===== src/rtl/kp_pkg.sv =====
package kp_pkg;
  localparam int unsigned KP_DIGITS = 8;
  localparam int unsigned KP_CNT_W  = $clog2(KP_DIGITS + 1);

  typedef logic [3:0] bcd_t;

  typedef struct packed {
    logic [15:0] year;
    logic [7:0]  month;
    logic [7:0]  day;
    logic [2:0]  wday;
  } date_t;

  typedef struct packed {
    logic [7:0] hour;
    logic [7:0] minute;
    logic       pm;
  } time_t;

  localparam date_t DATE_RST = '{year: 16'h1901, month: 8'h01, day: 8'h01, wday: 3'd2};
  localparam time_t TIME_RST = '{hour: 8'h12, minute: 8'h00, pm: 1'b0};

  function automatic logic [6:0] bcd2bin(bcd_t hi, bcd_t lo);
    return 7'(hi) * 7'd10 + 7'(lo);
  endfunction
endpackage


===== src/rtl/kp_digit_buf.sv =====
module kp_digit_buf
  import kp_pkg::*;
#(
  parameter int unsigned N_DIG = KP_DIGITS,
  localparam int unsigned CW   = $clog2(N_DIG + 1)
) (
  input  logic                     clk_i,
  input  logic                     rst_ni,
  input  logic                     dig_vld_i,
  input  bcd_t                     dig_i,
  input  logic                     pm_key_i,
  input  logic                     clr_i,
  input  logic                     commit_i,
  output logic [N_DIG-1:0][3:0]    dig_o,
  output logic [CW-1:0]            cnt_o,
  output logic                     pm_o
);
  logic [N_DIG-1:0][3:0] dig_q;
  logic [CW-1:0]         cnt_q;
  logic                  pm_q;
  logic                  flush, take;

  assign flush = commit_i | clr_i;
  assign take  = dig_vld_i && (dig_i <= 4'd9) && (cnt_q < CW'(N_DIG)) && !flush;

  // newest digit sits at index 0
  always_ff @(posedge clk_i or negedge rst_ni) begin
    if (!rst_ni) begin
      dig_q <= '0;
      cnt_q <= '0;
      pm_q  <= 1'b0;
    end else if (flush) begin
      dig_q <= '0;
      cnt_q <= '0;
      pm_q  <= 1'b0;
    end else begin
      if (take) begin
        dig_q <= {dig_q[N_DIG-2:0], dig_i};
        cnt_q <= cnt_q + 1'b1;
      end
      if (pm_key_i) pm_q <= 1'b1;
    end
  end

  assign dig_o = dig_q;
  assign cnt_o = cnt_q;
  assign pm_o  = pm_q;

  p_cnt_bound_r1: assert property (@(posedge clk_i) disable iff (!rst_ni)
    cnt_q <= CW'(N_DIG));
  p_bad_digit_r1: assert property (@(posedge clk_i) disable iff (!rst_ni)
    (dig_vld_i && dig_i > 4'd9 && !flush) |=> $stable(cnt_q));
  p_full_hold_r1: assert property (@(posedge clk_i) disable iff (!rst_ni)
    (cnt_q == CW'(N_DIG) && !flush) |=> $stable(dig_q));
  p_clear_empty_r2: assert property (@(posedge clk_i) disable iff (!rst_ni)
    (clr_i && !commit_i) |=> (cnt_q == '0 && !pm_q));
  p_commit_empty_r10: assert property (@(posedge clk_i) disable iff (!rst_ni)
    commit_i |=> (cnt_q == '0 && !pm_q));
endmodule


===== src/rtl/kp_date_chk.sv =====
module kp_date_chk
  import kp_pkg::*;
(
  input  logic                          clk_i,
  input  logic                          rst_ni,
  input  logic [KP_DIGITS-1:0][3:0]     dig_i,
  input  logic [KP_CNT_W-1:0]           cnt_i,
  output logic                          ok_o,
  output date_t                         date_o
);
  logic       is_short, is_long, cent_ok, leap;
  logic [6:0] yy, mon, day, dim;
  logic [7:0] k, ka;
  logic [2:0] toff;
  logic [8:0] sum;

  assign is_short = (cnt_i == KP_CNT_W'(6));
  assign is_long  = (cnt_i == KP_CNT_W'(8));
  assign yy  = bcd2bin(dig_i[5], dig_i[4]);
  assign mon = bcd2bin(dig_i[3], dig_i[2]);
  assign day = bcd2bin(dig_i[1], dig_i[0]);

  // k = year - 1900
  always_comb begin
    cent_ok = 1'b0;
    k       = 8'(yy);
    if (is_short) cent_ok = 1'b1;
    else if ({dig_i[7], dig_i[6]} == 8'h19) cent_ok = 1'b1;
    else if ({dig_i[7], dig_i[6]} == 8'h20) begin
      cent_ok = 1'b1;
      k       = 8'(yy) + 8'd100;
    end
  end

  assign leap = (k[1:0] == 2'b00);

  always_comb begin
    unique case (mon)
      7'd2:                      dim = leap ? 7'd29 : 7'd28;
      7'd4, 7'd6, 7'd9, 7'd11:   dim = 7'd30;
      default:                   dim = 7'd31;
    endcase
  end

  always_comb begin
    unique case (mon)
      7'd2, 7'd6:   toff = 3'd3;
      7'd3, 7'd11:  toff = 3'd2;
      7'd4:         toff = 3'd5;
      7'd7:         toff = 3'd5;
      7'd8:         toff = 3'd1;
      7'd9, 7'd12:  toff = 3'd4;
      7'd10:        toff = 3'd6;
      default:      toff = 3'd0;
    endcase
  end

  // weekday: Jan/Feb count against the previous year; century terms fold into a constant for 1901..2099
  assign ka  = (mon < 7'd3) ? k - 8'd1 : k;
  assign sum = 9'(ka) + 9'(ka >> 2) + 9'(toff) + 9'(day) + 9'd1;

  assign ok_o = (is_short || is_long) && cent_ok && (k != 8'd0) &&
                (mon >= 7'd1) && (mon <= 7'd12) && (day >= 7'd1) && (day <= dim);

  assign date_o.year  = is_long ? {dig_i[7], dig_i[6], dig_i[5], dig_i[4]}
                                : {8'h19, dig_i[5], dig_i[4]};
  assign date_o.month = {dig_i[3], dig_i[2]};
  assign date_o.day   = {dig_i[1], dig_i[0]};
  assign date_o.wday  = 3'(sum % 9'd7);

  p_feb_leap_r6: assert property (@(posedge clk_i) disable iff (!rst_ni)
    (ok_o && mon == 7'd2 && day == 7'd29) |-> (date_o.year[1:0] == 2'b00 ? 1'b1 : 1'b1) && leap);
  p_range_r5: assert property (@(posedge clk_i) disable iff (!rst_ni)
    ok_o |-> (date_o.year >= 16'h1901 && date_o.year <= 16'h2099));
endmodule


===== src/rtl/kp_time_chk.sv =====
module kp_time_chk
  import kp_pkg::*;
(
  input  logic              clk_i,
  input  logic              rst_ni,
  input  logic [3:0][3:0]   dig_i,
  input  logic [KP_CNT_W-1:0] cnt_i,
  input  logic              pm_i,
  output logic              ok_o,
  output time_t             time_o
);
  logic       is_t;
  logic [6:0] hb;

  assign is_t        = (cnt_i == KP_CNT_W'(3)) || (cnt_i == KP_CNT_W'(4));
  assign time_o.hour = (cnt_i == KP_CNT_W'(3)) ? {4'h0, dig_i[2]} : {dig_i[3], dig_i[2]};
  assign time_o.minute = {dig_i[1], dig_i[0]};
  assign time_o.pm   = pm_i;
  assign hb          = bcd2bin(time_o.hour[7:4], time_o.hour[3:0]);
  assign ok_o        = is_t && (hb >= 7'd1) && (hb <= 7'd12) && (dig_i[1] <= 4'd5);

  p_minute_r3: assert property (@(posedge clk_i) disable iff (!rst_ni)
    ok_o |-> (time_o.minute <= 8'h59));
endmodule


===== src/rtl/kp_datetime_parser.sv =====
module kp_datetime_parser
  import kp_pkg::*;
(
  input  logic        clk_i,
  input  logic        rst_ni,
  input  logic        digit_vld_i,
  input  logic [3:0]  digit_i,
  input  logic        pm_key_i,
  input  logic        clear_i,
  input  logic        commit_i,
  output logic        date_load_o,
  output logic        time_load_o,
  output logic        err_o,
  output logic [15:0] year_o,
  output logic [7:0]  month_o,
  output logic [7:0]  day_o,
  output logic [2:0]  wday_o,
  output logic [7:0]  hour_o,
  output logic [7:0]  minute_o,
  output logic        pm_o
);
  logic [KP_DIGITS-1:0][3:0] dig;
  logic [KP_CNT_W-1:0]       cnt;
  logic                      buf_pm;
  logic                      date_ok, time_ok;
  date_t                     date_new, date_q;
  time_t                     time_new, time_q;
  logic                      dl_q, tl_q, er_q;

  kp_digit_buf #(.N_DIG(KP_DIGITS)) u_buf (
    .clk_i, .rst_ni,
    .dig_vld_i (digit_vld_i),
    .dig_i     (digit_i),
    .pm_key_i  (pm_key_i),
    .clr_i     (clear_i),
    .commit_i  (commit_i),
    .dig_o     (dig),
    .cnt_o     (cnt),
    .pm_o      (buf_pm)
  );

  kp_date_chk u_date (
    .clk_i, .rst_ni,
    .dig_i  (dig),
    .cnt_i  (cnt),
    .ok_o   (date_ok),
    .date_o (date_new)
  );

  kp_time_chk u_time (
    .clk_i, .rst_ni,
    .dig_i  (dig[3:0]),
    .cnt_i  (cnt),
    .pm_i   (buf_pm),
    .ok_o   (time_ok),
    .time_o (time_new)
  );

  always_ff @(posedge clk_i or negedge rst_ni) begin
    if (!rst_ni) begin
      date_q <= DATE_RST;
      time_q <= TIME_RST;
      dl_q   <= 1'b0;
      tl_q   <= 1'b0;
      er_q   <= 1'b0;
    end else begin
      dl_q <= 1'b0;
      tl_q <= 1'b0;
      er_q <= 1'b0;
      if (commit_i) begin
        if (date_ok) begin
          date_q <= date_new;
          dl_q   <= 1'b1;
        end else if (time_ok) begin
          time_q <= time_new;
          tl_q   <= 1'b1;
        end else begin
          er_q   <= 1'b1;
        end
      end
    end
  end

  assign date_load_o = dl_q;
  assign time_load_o = tl_q;
  assign err_o       = er_q;
  assign year_o      = date_q.year;
  assign month_o     = date_q.month;
  assign day_o       = date_q.day;
  assign wday_o      = date_q.wday;
  assign hour_o      = time_q.hour;
  assign minute_o    = time_q.minute;
  assign pm_o        = time_q.pm;

  p_one_event_r7: assert property (@(posedge clk_i) disable iff (!rst_ni)
    $onehot0({dl_q, tl_q, er_q}));
  p_date_pulse_r5: assert property (@(posedge clk_i) disable iff (!rst_ni)
    dl_q |=> !dl_q);
  p_time_pulse_r3: assert property (@(posedge clk_i) disable iff (!rst_ni)
    tl_q |=> !tl_q);
  p_date_hold_r12: assert property (@(posedge clk_i) disable iff (!rst_ni)
    !dl_q |-> $stable(date_q));
  p_time_hold_r12: assert property (@(posedge clk_i) disable iff (!rst_ni)
    !tl_q |-> $stable(time_q));
  p_time_range_r3: assert property (@(posedge clk_i) disable iff (!rst_ni)
    tl_q |-> (time_q.hour != 8'h00 && time_q.hour <= 8'h12));
  p_month_range_r6: assert property (@(posedge clk_i) disable iff (!rst_ni)
    dl_q |-> (date_q.month != 8'h00 && date_q.month <= 8'h12 && date_q.day != 8'h00));
  p_wday_range_r9: assert property (@(posedge clk_i) disable iff (!rst_ni)
    dl_q |-> (date_q.wday <= 3'd6));
  p_bad_count_r8: assert property (@(posedge clk_i) disable iff (!rst_ni)
    (commit_i && cnt != KP_CNT_W'(3) && cnt != KP_CNT_W'(4) && cnt != KP_CNT_W'(6)
     && cnt != KP_CNT_W'(8)) |=> er_q);
endmodule


===== config.mk =====
export PLATFORM = sky130hd
export DESIGN_NAME = kp_datetime_parser
export DESIGN_NICKNAME = d
export VERILOG_FILES = /design/src/rtl/kp_pkg.sv /design/src/rtl/kp_digit_buf.sv /design/src/rtl/kp_date_chk.sv /design/src/rtl/kp_time_chk.sv /design/src/rtl/kp_datetime_parser.sv
export SDC_FILE = /design/constraint.sdc
export NUM_CORES = 1
export LEC_CHECK = 0
export BUFFER_PORTS_ARGS = -buffer_cell sky130_fd_sc_hd__buf_2
export CORE_MARGIN = 3
export CORE_UTILIZATION = 60
export CTS_CLUSTER_DIAMETER = 200
export DETAILED_ROUTE_END_ITERATION = 8
export PLACE_DENSITY = 0.82
export SYNTH_ARGS = -nofsm -noshare
export SYNTH_HDL_FRONTEND = slang
export SYNTH_SLANG_ARGS = --single-unit

===== constraint.sdc =====
create_clock -name clk_i -period 10.2 [get_ports clk_i]
set_clock_uncertainty 0.05 [all_clocks]
set_input_delay 0 -clock clk_i [delete_from_list [all_inputs] [get_ports clk_i]]
set_output_delay 0 -clock clk_i [all_outputs]
set_load 0.03 [all_outputs]

==> Yosys cells after proc, flatten, opt, wreduce, memory -nomap -nowiden <==
Memory sizes are Yosys's and may differ from the RTL's.
Cells that the tools add are included.
{ "totals": {"elab_cells": 109, "ram_bits": 0, "out_inout_bits": 55, "romBits": 48, "memories": 1, "latch_bits": 0, "ff_bits": 92} }
{ "op_classes": {"multipliers": 4, "n_mux": 26, "n_addsub": 11, "bitwise": 2, "eq_ne": 11, "shift": 0, "n_reduce_logical": 23, "div": 1, "order_cmp": 10} }
{ "memory_table": {"columns": ["memory", "depth", "word_bits", "rd", "rd_ports_with_merged_regs", "write_ports", "line", "rtl"], "rows": [
  ["(name not given)", 16, 3, 1, 0, 0, "kp_date_chk.sv:46", "unique case (mon)"]
]} }
{ "op_table": {"columns": ["cell", "n"], "rows": [
  ["32-bit 2-to-1 mux", 2],
  ["8-bit 2-to-1 mux", 5],
  ["7-bit by 4-bit adder with 7-bit output", 4],
  ["4-bit by 3-bit multiplier with 6-bit output, second input constant", 4],
  ["7-bit by 1-bit >= comparator with 1-bit output, second input constant", 3],
  ["16-bit 2-to-1 mux", 1],
  ["7-bit by 3-bit == test with 1-bit output, second input constant", 2],
  ["7-bit by 4-bit == test with 1-bit output, second input constant", 2],
  ["7-bit by 4-bit less-or-equal comparator with 1-bit output, second input constant", 2],
  ["1-bit 2-to-1 mux", 14],
  ["7-bit one-hot mux with 2 select lines", 1],
  ["1-bit logical AND", 12],
  ["8-bit by 6-bit adder with 9-bit output", 1],
  ["9-bit by 1-bit adder with 9-bit output, second input constant", 1],
  ["9-bit by 3-bit adder with 9-bit output", 1],
  ["9-bit by 7-bit adder with 9-bit output", 1],
  ["9-bit by 3-bit remainder unit with 9-bit output, second input constant", 1],
  ["7-bit by 7-bit adder with 8-bit output, second input constant", 1],
  ["4-bit by 3-bit == test with 1-bit output, second input constant", 2],
  ["8-bit by 5-bit == test with 1-bit output, second input constant", 1],
  ["8-bit by 6-bit == test with 1-bit output, second input constant", 1],
  ["4-bit 2-to-1 mux", 2],
  ["8-bit nonzero test", 1],
  ["8-bit by 1-bit subtractor with 8-bit output, second input constant", 1],
  ["20 further kinds", 22]
]} }

==> Logic depth before layout (Yosys ltp) <==
Gate-level depths: netlist of the first run.
{ "logic_depth": {"depth_word": 14, "mapped_depth": 37, "ltp_nobuf": 35} }

==> Hierarchy <==
From an unflattened synthesis of the first run, not the netlist that was laid out.
{ "hier_totals": {"cells_unflattened": 755, "hier_area_um2": 7379.6} }
{ "by_module_without_submodules": {"columns": ["mod", "n_inst", "seq_area_each_um2", "cells_per_inst", "area_each_um2"], "rows": [
  ["kp_date_chk", 1, 0.0, 438, 3264.4],
  ["kp_datetime_parser", 1, 1387.6, 116, 2067.0],
  ["kp_digit_buf", 1, 925.9, 142, 1579.0],
  ["kp_time_chk", 1, 0.0, 59, 469.2]
]} }

==> Worst setup path before layout of the first run <==
OpenSTA, ideal clock, no wires.
{ "synth_timing": {"path_type": "register to register", "start": "reg u_buf.dig_q (netlist bit u_buf.dig_o[13])", "end": "reg date_q (netlist bit wday_o[2])", "stages_incl_launch_ff": 31, "setup_time_ns": 0.082, "t_arrival_ns": 7.677, "period_less_slack_ns": 7.809, "path_buffers": 1, "setup_slack_ns": 2.391, "path_cell_list": "dfrtp_1 ha_1 ha_1 fa_1 xnor2_1 nand2_1 o22ai_1 a32o_1 o2111ai_1 nor3_1 mux2i_1 and2_1 inv_1 fa_1 fa_1 inv_1 ha_1 fa_1 a211o_2 a2111oi_0 nand4b_1 buf_4 nor2_1 a22oi_1 nor2_1 or4b_2 o21ai_0 nand4b_1 ha_1 or3b_1 a31oi_1"} }
{ "synth_via": {"elab_chain_cells": 9, "elab_cells_between_ends": 27} }
{ "synth_lines": {"columns": ["element", "line", "rtl"], "rows": [
  ["start, declared", "kp_digit_buf.sv:18", "logic [N_DIG-1:0][3:0] dig_q;"],
  ["start signal, assigned", "kp_digit_buf.sv:38", "dig_q <= {dig_q[N_DIG-2:0], dig_i};"],
  ["4-bit by 3-bit multiplier with 6-bit output (*)", "kp_pkg.sv:24", "return 7'(hi) * 7'd10 + 7'(lo);"],
  ["7-bit by 4-bit adder with 7-bit output (*)", "kp_pkg.sv:24", null],
  ["7-bit by 2-bit < comparator with 1-bit output", "kp_date_chk.sv:59", "assign ka = (mon < 7'd3) ? k - 8'd1 : k;"],
  ["8-bit 2-to-1 mux", "kp_date_chk.sv:59", null],
  ["8-bit by 6-bit adder with 9-bit output", "kp_date_chk.sv:60", "assign sum = 9'(ka) + 9'(ka >> 2) + 9'(toff) + 9'(day) + 9'd1;"],
  ["9-bit by 3-bit adder with 9-bit output", "kp_date_chk.sv:60", null],
  ["9-bit by 7-bit adder with 9-bit output", "kp_date_chk.sv:60", null],
  ["9-bit by 1-bit adder with 9-bit output", "kp_date_chk.sv:60", null],
  ["9-bit by 3-bit remainder unit with 9-bit output", "kp_date_chk.sv:69", "assign date_o.wday = 3'(sum % 9'd7);"],
  ["end signal, assigned", "kp_datetime_parser.sv:72", "date_q <= date_new;"],
  ["end, declared", "kp_datetime_parser.sv:26", "date_t date_new, date_q;"]
]} }
Mark *: on every way between the ends. The rest lies on a longest branch, timed or not.
A chain may end at the register's enable or synchronous reset.

==> Worst setup path after layout of the first run <==
{ "layout_timing": {"start": "reg u_buf.dig_q (netlist bit u_buf.dig_o[15])", "end": "reg date_q (netlist bit wday_o[2])"} }
The elaborated chain is that of the path after synthesis.

==> results of run 1 <==
## critical path, delay by kind of cell (launching register included)
kind,cells,cell delay (ns)
compound gates,7,1.80
mux,1,0.22
xor+xnor,1,0.27
fa+ha+maj,8,2.95
buf+inv,2,0.11
flops,1,0.45
simple gates,10,2.94
## worst min-delay path by stage
stage                start          end  slack (ns)
floorplan           rst_ni  date_load_o       -0.35
global placement    rst_ni  minute_o[4]       -0.04
detailed placement  rst_ni  minute_o[2]       -0.02
CTS                 rst_ni  minute_o[2]         0.1
global route        rst_ni     day_o[2]        0.12
finish              rst_ni  minute_o[2]        0.07
## stage by stage
step                utilization, %  hold WS, ns
CTS                           69.7       0.0991
global placement              67.0      -0.0408
detailed placement            67.0      -0.0217
finish                        69.7       0.0743
floorplan                        -       -0.346
global route                  69.7        0.122
## report_power, final
| part | internal [uW] | switching [uW] | total (uW) | leakage, uW |
|---|---|---|---|---|
| logic | 64.1 | 103 | 167 | 0.00228 |
| registers | 366 | 1.33 | 367 | 0.00125 |
| clock network | 122 | 142 | 264 | 0.000104 |
## placed cells by master, fill, tap and decap left out, types with 10 or more instances in the layout
cell / synthesis / final
nand2_1: 159 / 159
dfrtp_1: 83 / 83
buf_2: 1 / 63
a21oi_1: 58 / 58
ha_1: 54 / 54
inv_1: 46 / 46
nor2_1: 41 / 40
xnor2_1: 26 / 26
o21ai_0: 26 / 26
fa_1: 16 / 16
nand3_1: 14 / 14
mux2_2: 14 / 14
xor2_1: 12 / 12
clkbuf_8: 0 / 10
## registers in the layout (all words and copies together) (netlist names)
register	cells
u_buf.dig_o	32
year_o	16
day_o	8
hour_o	8
minute_o	8
month_o	8
u_buf.cnt_o	4
wday_o	3
date_load_o	1
err_o	1
pm_o	1
time_load_o	1
u_buf.pm_o	1
## kinds of logic after synthesis
kind of cell / Yosys count / share of synthesized area, %
muxes: 23 / 4.13
buffers and inverters: 71 / 4.17
xor gates and xnor gates: 41 / 6.04
adders and majority gates: 71 / 15.1
DFF: 92 / 34.6
AOI/OAI and AO/OA: 150 / 15.9
and+or+nand+nor: 285 / 20.1
## metal layers
metal  share of wire, %  GRT usage (%)  vias to the layer above
met2                 48           42.6                      180
li1                   -              -                     2641
met5                  0              0                        -
met1                 44           34.9                     2672
met4                2.6           8.92                        0
met3                5.7           5.54                       43
## cell type report
| cell class | instances | area (um^2) | share of cell area [%] |
|---|---|---|---|
| repair buffers | 75 | 425 | 5.76 |
| inverters | 46 | 173 | 2.34 |
| clock inverters | 6 | 68.8 | 0.931 |
| clock buffers | 10 | 138 | 1.86 |
| flip-flops and latches | 92 | 2310 | 31.3 |
| well taps | 136 | 170 | 2.30 |
| multi-input cells | 570 | 4100 | 55.5 |
==> flow_summary.yaml, run 1 <==
status:
  outcome: "complete, no violations"
global_routing:
  grt_max_degree: 50
  antenna_found_initial: 0
  grt_pass1_wl_um: 26700
  grt_pass1_vias: 5461
  grt.overflow.total: 0
  grt_usage_pct: 26.1
worst_setup_path:
  crit_required_ns: 10.47
  cp_slowest_stage_delay_ns: 0.55
  crit_end: "wday_o[2]"
  startpoint: "u_buf.dig_o[15]"
  critPathArrivalTime_ns: 9.13
  endpoint_kind: "flip-flop"
  worst_path_max_delay_cell: "fa_1"
  r2r_start: "u_buf.dig_o[15]"
  r2r_end: "wday_o[2]"
  startpoint_type: "flip-flop"
  r2r_slack_ns: 1.33
  cp_max_fo: 13
  ff2ff_path_depth: 29
  setup.worst_path.class: "reg2reg"
synthesis:
  yosys.area.top_type: "dfrtp_1"
  yosysWarnings: 0
  synth_edf_count: 0
  ys_ff_latch: 92
  avgSynthCellArea_um2: 9.13
  async_reset_ff_share_pct: 100
  yosys-top-cells-area: "dfrtp_1 31%, ha_1 10%, nand2_1 8.9%"
  synthFlopType: "dfrtp_1"
  ys_top_cells_by_count: "159 x nand2_1, 83 x dfrtp_1, 58 x a21oi_1, 54 x ha_1, 46 x inv_1"
  synth_cell_types: 94
  synth_cells: 733
  synth.cell_area_um2: 6690
  synth_top_cell_area_share_pct: 31.0
  synth_fp_nets: 813
  seq_area_frac_synth_pct: 34.6
  yosysMostFrequentCell: "nand2_1"
layout:
  layout-drive-gt1-share_pct: 18.4
  fin_cells: 935
  nets: 874
  syn_to_final_growth_pct: 10.4
  nFillCells: 827
  diodes: 0
  final_area_um2: 7390
clock_tree:
  clk_transition_reported_paths_ns: 0.10
  clockBufferDepth: 2
  hold_buffers: 8
  post_cts_resized: 0
  cts_htree_levels: 3
  post_cts_buffers: 0
  cts_tree: "built"
  insertion_delay_ns: 0.39
  root_buffer: "clkbuf_8"
  numCtsBuffers: 9
  clkSinkCount: 92
sta:
  slew_headroom_pct: 37.7
  drv_slew: 0
  period_share_pct: 86.9
  rsz0062_at_grt: "false"
  tns_ns: 0
  clock.fmax_mhz: 113
  period_minus_slack_ns: 8.87
  worstMarginPinSlew_ns: 0.932
  fin_ws_ns: 1.33
  setup_viol: 0
  hold_viol_final: 0
floorplan:
  die_area_um2: 12500
  core.rowCount: 37
  start_util_pct: 63.1
  core_area_um2: 10600
  die_h_um: 112
  num_io_pins: 65
  die_x_um: 112
drt:
  drt_iter0_markers: 408
  drc_errors: 0
  ant_nets: 0
  wl_um: 15800
  vias: 5536
  drt-pass1-iter-count: 5
  viasPerCell: 5.92
  routedWlPerCell_um: 16.9
pwr:
  powerDensity_nw_per_um2: 108
  finalPower_uw: 798
  peakVddDrop_v: 0.000177
  power.leakage_uw: 0.00364
place:
  post-place-ws_ns: 1.44
  gp_congestion: 0.872
  dpl_cell_area_um2: 7100
  port_buffers: 64
  dp_hpwl_um: 11900
  dp_cells: 911
worst_hold_path:
  hold_path.class: "in2async"
job:
  maxCapViolations: 0
No activity file was read; power rests on OpenSTA's default activity.
==> inputs of run 2 (changes only) <==
RECOVER_POWER = 100   (was default)
==> run 2 against run 1 <==
The flow now finishes with violations (capacitance limit, slew limit). Power shrank 0.16%. Sequential share of layout area up 0.39 points. Combinational power hardly changed. Die area did not move. Hold slack better by 0.26 ns. Register-to-register slack worse by 0.28 ns.
==> flow_summary.yaml, run 2 (same netlist as run 1, synthesis figures left out) <==
status:
  outcome: "finished, violations left"
  violations: "capacitance limit, slew limit"
place:
  post-place-ws_ns: 1.44
  dp_cells: 911
  gp_congestion: 0.872
  dpl_cell_area_um2: 7100
  dp_hpwl_um: 11900
  port_buffers: 64
drt:
  drt_iter0_markers: 416
  wl_um: 15900
  ant_nets: 0
  vias: 5562
  routedWlPerCell_um: 17.0
  viasPerCell: 5.95
  drc_errors: 0
  drt-pass1-iter-count: 5
clock_tree:
  clk_transition_reported_paths_ns: 0.10
  clkSinkCount: 92
  root_buffer: "clkbuf_8"
  post_cts_resized: 0
  clockBufferDepth: 2
  numCtsBuffers: 9
  insertion_delay_ns: 0.39
  cts_htree_levels: 3
  cts_tree: "built"
worst_setup_path:
  r2r_start: "u_buf.dig_o[15]"
  worst_path_max_delay_cell: "nor4_2"
  cp_num_buf_inv: 2
  ff2ff_path_depth: 29
  cp_max_fo: 13
  r2r_slack_ns: 1.05
  critPathArrivalTime_ns: 9.40
  crit_cells: 29
  crit_required_ns: 10.46
  r2r_end: "wday_o[2]"
  cp_slowest_stage_delay_ns: 0.78
  startpoint: "u_buf.dig_o[15]"
  setup.worst_path.class: "reg2reg"
  endpoint_kind: "flip-flop"
  startpoint_type: "flip-flop"
  cpLargestDelayFamily: "simple AND/OR/NAND/NOR gates"
sta:
  period_minus_slack_ns: 9.15
  tns_ns: 0
  worstMarginPinSlew_ns: 2.64
  period_share_pct: 89.7
  clock.fmax_mhz: 109
  drv_slew: 133
  hold_viol_final: 0
  fin_ws_ns: 1.05
  rsz0062_at_grt: "false"
  slew_headroom_pct: -75.8
  setup_viol: 0
pwr:
  p_seq_share_pct: 46.1
  p_sw_uw: 246
  pwr-share-comb_pct: 20.8
  power.leakage_uw: 0.00338
  pwr-share-clk_pct: 33.1
  powerDensity_nw_per_um2: 109
  p_int_uw: 551
  sw_frac_of_total_pct: 30.9
  peakVddDrop_v: 0.000177
global_routing:
  grt_usage_pct: 26.1
  grt_max_degree: 50
  grt_pass1_vias: 5461
  antenna_found_initial: 0
  grt.overflow.total: 0
  grt_pass1_wl_um: 26700
floorplan:
  die_x_um: 112
  core_area_um2: 10600
  start_util_pct: 63.1
  num_io_pins: 65
  die_area_um2: 12500
  die_h_um: 112
  core.rowCount: 37
layout:
  layout-drive-gt1-share_pct: 10.8
  largest_reg_flops: 32
  fin_cells: 935
  nets: 874
  final_cell_mix: "159 x nand2_1, 83 x dfrtp_1, 59 x clkbuf_1, 58 x a21oi_1, 54 x ha_1"
  final_area_um2: 7300
  utilization_pct: 68.8
  final_common_cell: "nand2_1"
  diodes: 0
  syn_to_final_growth_pct: 9.07
job:
  maxCapViolations: 3
worst_hold_path:
  min_delay_path_depth: 4
  worstHoldEndpoint: "u_buf.pm_o"
  hp-start: "pm_key_i"
  hold_path.class: "in2reg"
-- run 2: cell count changes in the layout (fill, tap and decap cells not counted) --
cell	delta
and2_0	+5
maj3_2	-1
buf_4	-3
and2_1	-5
clkbuf_1	+59
nor4_2	+1
maj3_1	+1
nor4_4	-1
or2_0	+1
buf_2	-56
or2_2	-1
-- run 2: per-stage QoR --
| step | hold slack [ns] | power (uW) |
|---|---|---|
| final | 0.331 | 797 |
| after detailed placement | -0.0217 | 536 |
| after floorplan | -0.346 | 501 |
| after global routing | 0.331 | 833 |
| after CTS | 0.0991 | 799 |
| after global placement | -0.0408 | 529 |
-- run 2: worst max path at each step --
stage	end	slack (ns)
6_report	wday_o[2]	1.05
3_5_place_dp	wday_o[2]	1.44
4_1_cts	wday_o[2]	1.39
2_1_floorplan	wday_o[2]	2.39
3_3_place_gp	wday_o[2]	1.82
5_1_grt	wday_o[2]	0.43
-- run 2: worst reg2reg max path: cells and delay by family (launching register included) --
family,cells,cell delay [ns]
and+or+nand+nor,10,3.20
adders and majority gates,8,2.97
AOI/OAI and AO/OA,7,1.80
DFF,1,0.45
xor gates and xnor gates,1,0.27
muxes,1,0.22
buffers and inverters,2,0.11
-- run 2: per-layer routing --
layer	part of all wire (%)	wire length (um)	global-route usage, %	vias to the layer above
met5	0	0	0	-
met2	48	7610	42.6	165
met3	5.7	904	5.54	39
met4	2.3	369	8.92	0
li1	-	-	-	2646
met1	44	6980	34.9	2712
-- run 2: cell type report --
type                    instances  area [um^2]
fillers                       865         3300
inverters                      46          173
clock buffers                  10          138
multi-input cells             570         4090
well taps                     136          170
clock inverters                 6         68.8
flip-flops and latches         92         2310
repair buffers                 75          344
-- run 2: what timing repair did --
item / 4_1_cts / 5_1_grt
endpoints found under the hold margin: 51 / 0
setup buffers: 0 / 0
hold buffers: 8 / 0
-- run 2: power groups by stage --
stage               clock (uW)  combinational [uW]  sequential [uW]
floorplan                    0                 126              374
global placement             0                 154              374
detailed placement           0                 162              374
CTS                        267                 165              367
global route               284                 182              367
finish                     264                 166              367
==> inputs of run 3 (changes only) <==
GPL_TIMING_DRIVEN = 0   (was default)
==> run 3 against run 2 <==
The run still ends with capacitance limit, slew limit left. Power fell by 4.0%. First-iteration DRC count fell by 6.3%. Wire length rose by 0.40%. Clock-buffer cell count fell by 1. Register-to-register slack got worse by 0.05 ns. Critical path type unchanged.
==> flow_summary.yaml, run 3 (same netlist as run 1, synthesis figures left out) <==
place:
  port_buffers: 64
  gp_congestion: 0.880
  dp_hpwl_um: 12200
  post-place-ws_ns: 1.46
  dpl_cell_area_um2: 7210
  dp_cells: 934
layout:
  largest_reg_flops: 32
  final_area_um2: 7370
  layout-drive-gt1-share_pct: 10.7
  final_cell_mix: "159 x nand2_1, 83 x dfrtp_1, 81 x clkbuf_1, 58 x a21oi_1, 54 x ha_1"
  nets: 897
  final_common_cell: "nand2_1"
  diodes: 0
  syn_to_final_growth_pct: 10.1
  fin_cells: 958
drt:
  drt-pass1-iter-count: 5
  wl_met1_um: 6840
  drc_errors: 0
  vias: 5688
  met2WireLength_um: 7960
  dr.max_layer_used: "met4"
  ant_nets: 0
  wl_um: 15900
  drt_iter0_markers: 390
  routedWlPerCell_um: 16.6
  viasPerCell: 5.94
  wl_met3_um: 911
pwr:
  peakVddDrop_v: 0.0000838
  power.leakage_uw: 0.00340
  powerDensity_nw_per_um2: 104
floorplan:
  die_h_um: 112
  die_area_um2: 12500
  num_io_pins: 65
  die_x_um: 112
  start_util_pct: 63.1
  core_area_um2: 10600
  core.rowCount: 37
worst_setup_path:
  setup.worst_path.class: "reg2reg"
  crit_required_ns: 10.45
  worst_path_max_delay_cell: "fa_1"
  r2r_end: "wday_o[2]"
  cp_max_fo: 10
  cpLargestDelayFamily: "adder cells"
  r2r_slack_ns: 1.01
  ff2ff_path_depth: 34
  crit_end: "wday_o[2]"
  startpoint: "u_buf.dig_o[15]"
  r2r_start: "u_buf.dig_o[15]"
  startpoint_type: "flip-flop"
  cp_num_buf_inv: 4
  crit_cells: 34
  critPathArrivalTime_ns: 9.44
  cp_slowest_stage_delay_ns: 0.54
  endpoint_kind: "flip-flop"
sta:
  rsz0062_at_grt: "false"
  period_share_pct: 90.1
  worstMarginPinSlew_ns: 3.61
  period_minus_slack_ns: 9.19
  slew_headroom_pct: -141
  hold_viol_final: 0
  clock.fmax_mhz: 109
  tns_ns: 0
  finalHoldWorstSlack_ns: 0.246
  drv_slew: 71
  setup_viol: 0
  fin_ws_ns: 1.01
clock_tree:
  post_cts_buffers: 0
  cts_htree_levels: 3
  numCtsBuffers: 9
  insertion_delay_ns: 0.37
  root_buffer: "clkbuf_8"
  post_cts_resized: 0
  clkSinkCount: 92
  hold_buffers: 8
  clockBufferDepth: 2
  clk_transition_reported_paths_ns: 0.09
  cts_tree: "built"
global_routing:
  grt_pass1_vias: 5678
  grt_max_degree: 71
  antenna_found_initial: 0
  grt.overflow.total: 0
  grt_usage_pct: 25.9
  grt_pass1_wl_um: 26800
worst_hold_path:
  min_delay_path_depth: 4
  hold_path.class: "in2reg"
job:
  maxCapViolations: 1
status:
  outcome: "finished, violations left"
  violations: "capacitance limit, slew limit"
run 3: power breakdown:
group	total, uW	switching [uW]	internal (uW)	leakage [uW]
logic	167	102	64.3	0.00206
clock network	231	139	92.3	0.0000886
registers	367	1.52	366	0.00125
total	765	243	522	0.00340
run 3: worst min path at each step:
stage / start / to / slack, ns
floorplan: rst_ni / date_load_o / -0.35
global placement: pm_key_i / u_buf.pm_o / 0.17
detailed placement: rst_ni / u_buf.dig_o[1] / -0.13
CTS: rst_ni / u_buf.dig_o[1] / 0.0002
global route: clear_i / u_buf.dig_o[8] / 0.27
finish: clear_i / u_buf.dig_o[6] / 0.25
run 3: through the flow:
stage	total power (uW)	utilization (%)
after floorplan	501	-
after global placement	529	67.7
after detailed placement	537	68.0
after CTS	768	70.5
after global routing	798	69.5
final	765	69.5
run 3: per-layer routing:
metal  track usage, %  vias up
met4             6.57        0
met3             4.67       22
li1                 -     2696
met2             45.0      174
met1             33.5     2796
met5                0        -
run 3: worst min-delay path: stages:
cell and delay [ns]:
buf_2 0.10, or2_2 0.10, clkbuf_1 0.36, a21oi_1 0.07
run 3: layout make-up:
type                       instances  area, um^2
inverter                          46         173
clock buffer                       9         124
fill                             861        3230
multi-input combinational        570        4100
tap                              136         170
buffer                            25         103
clock inverter                     7        57.6
sequential                        92        2310
timing repair buffer              73         332
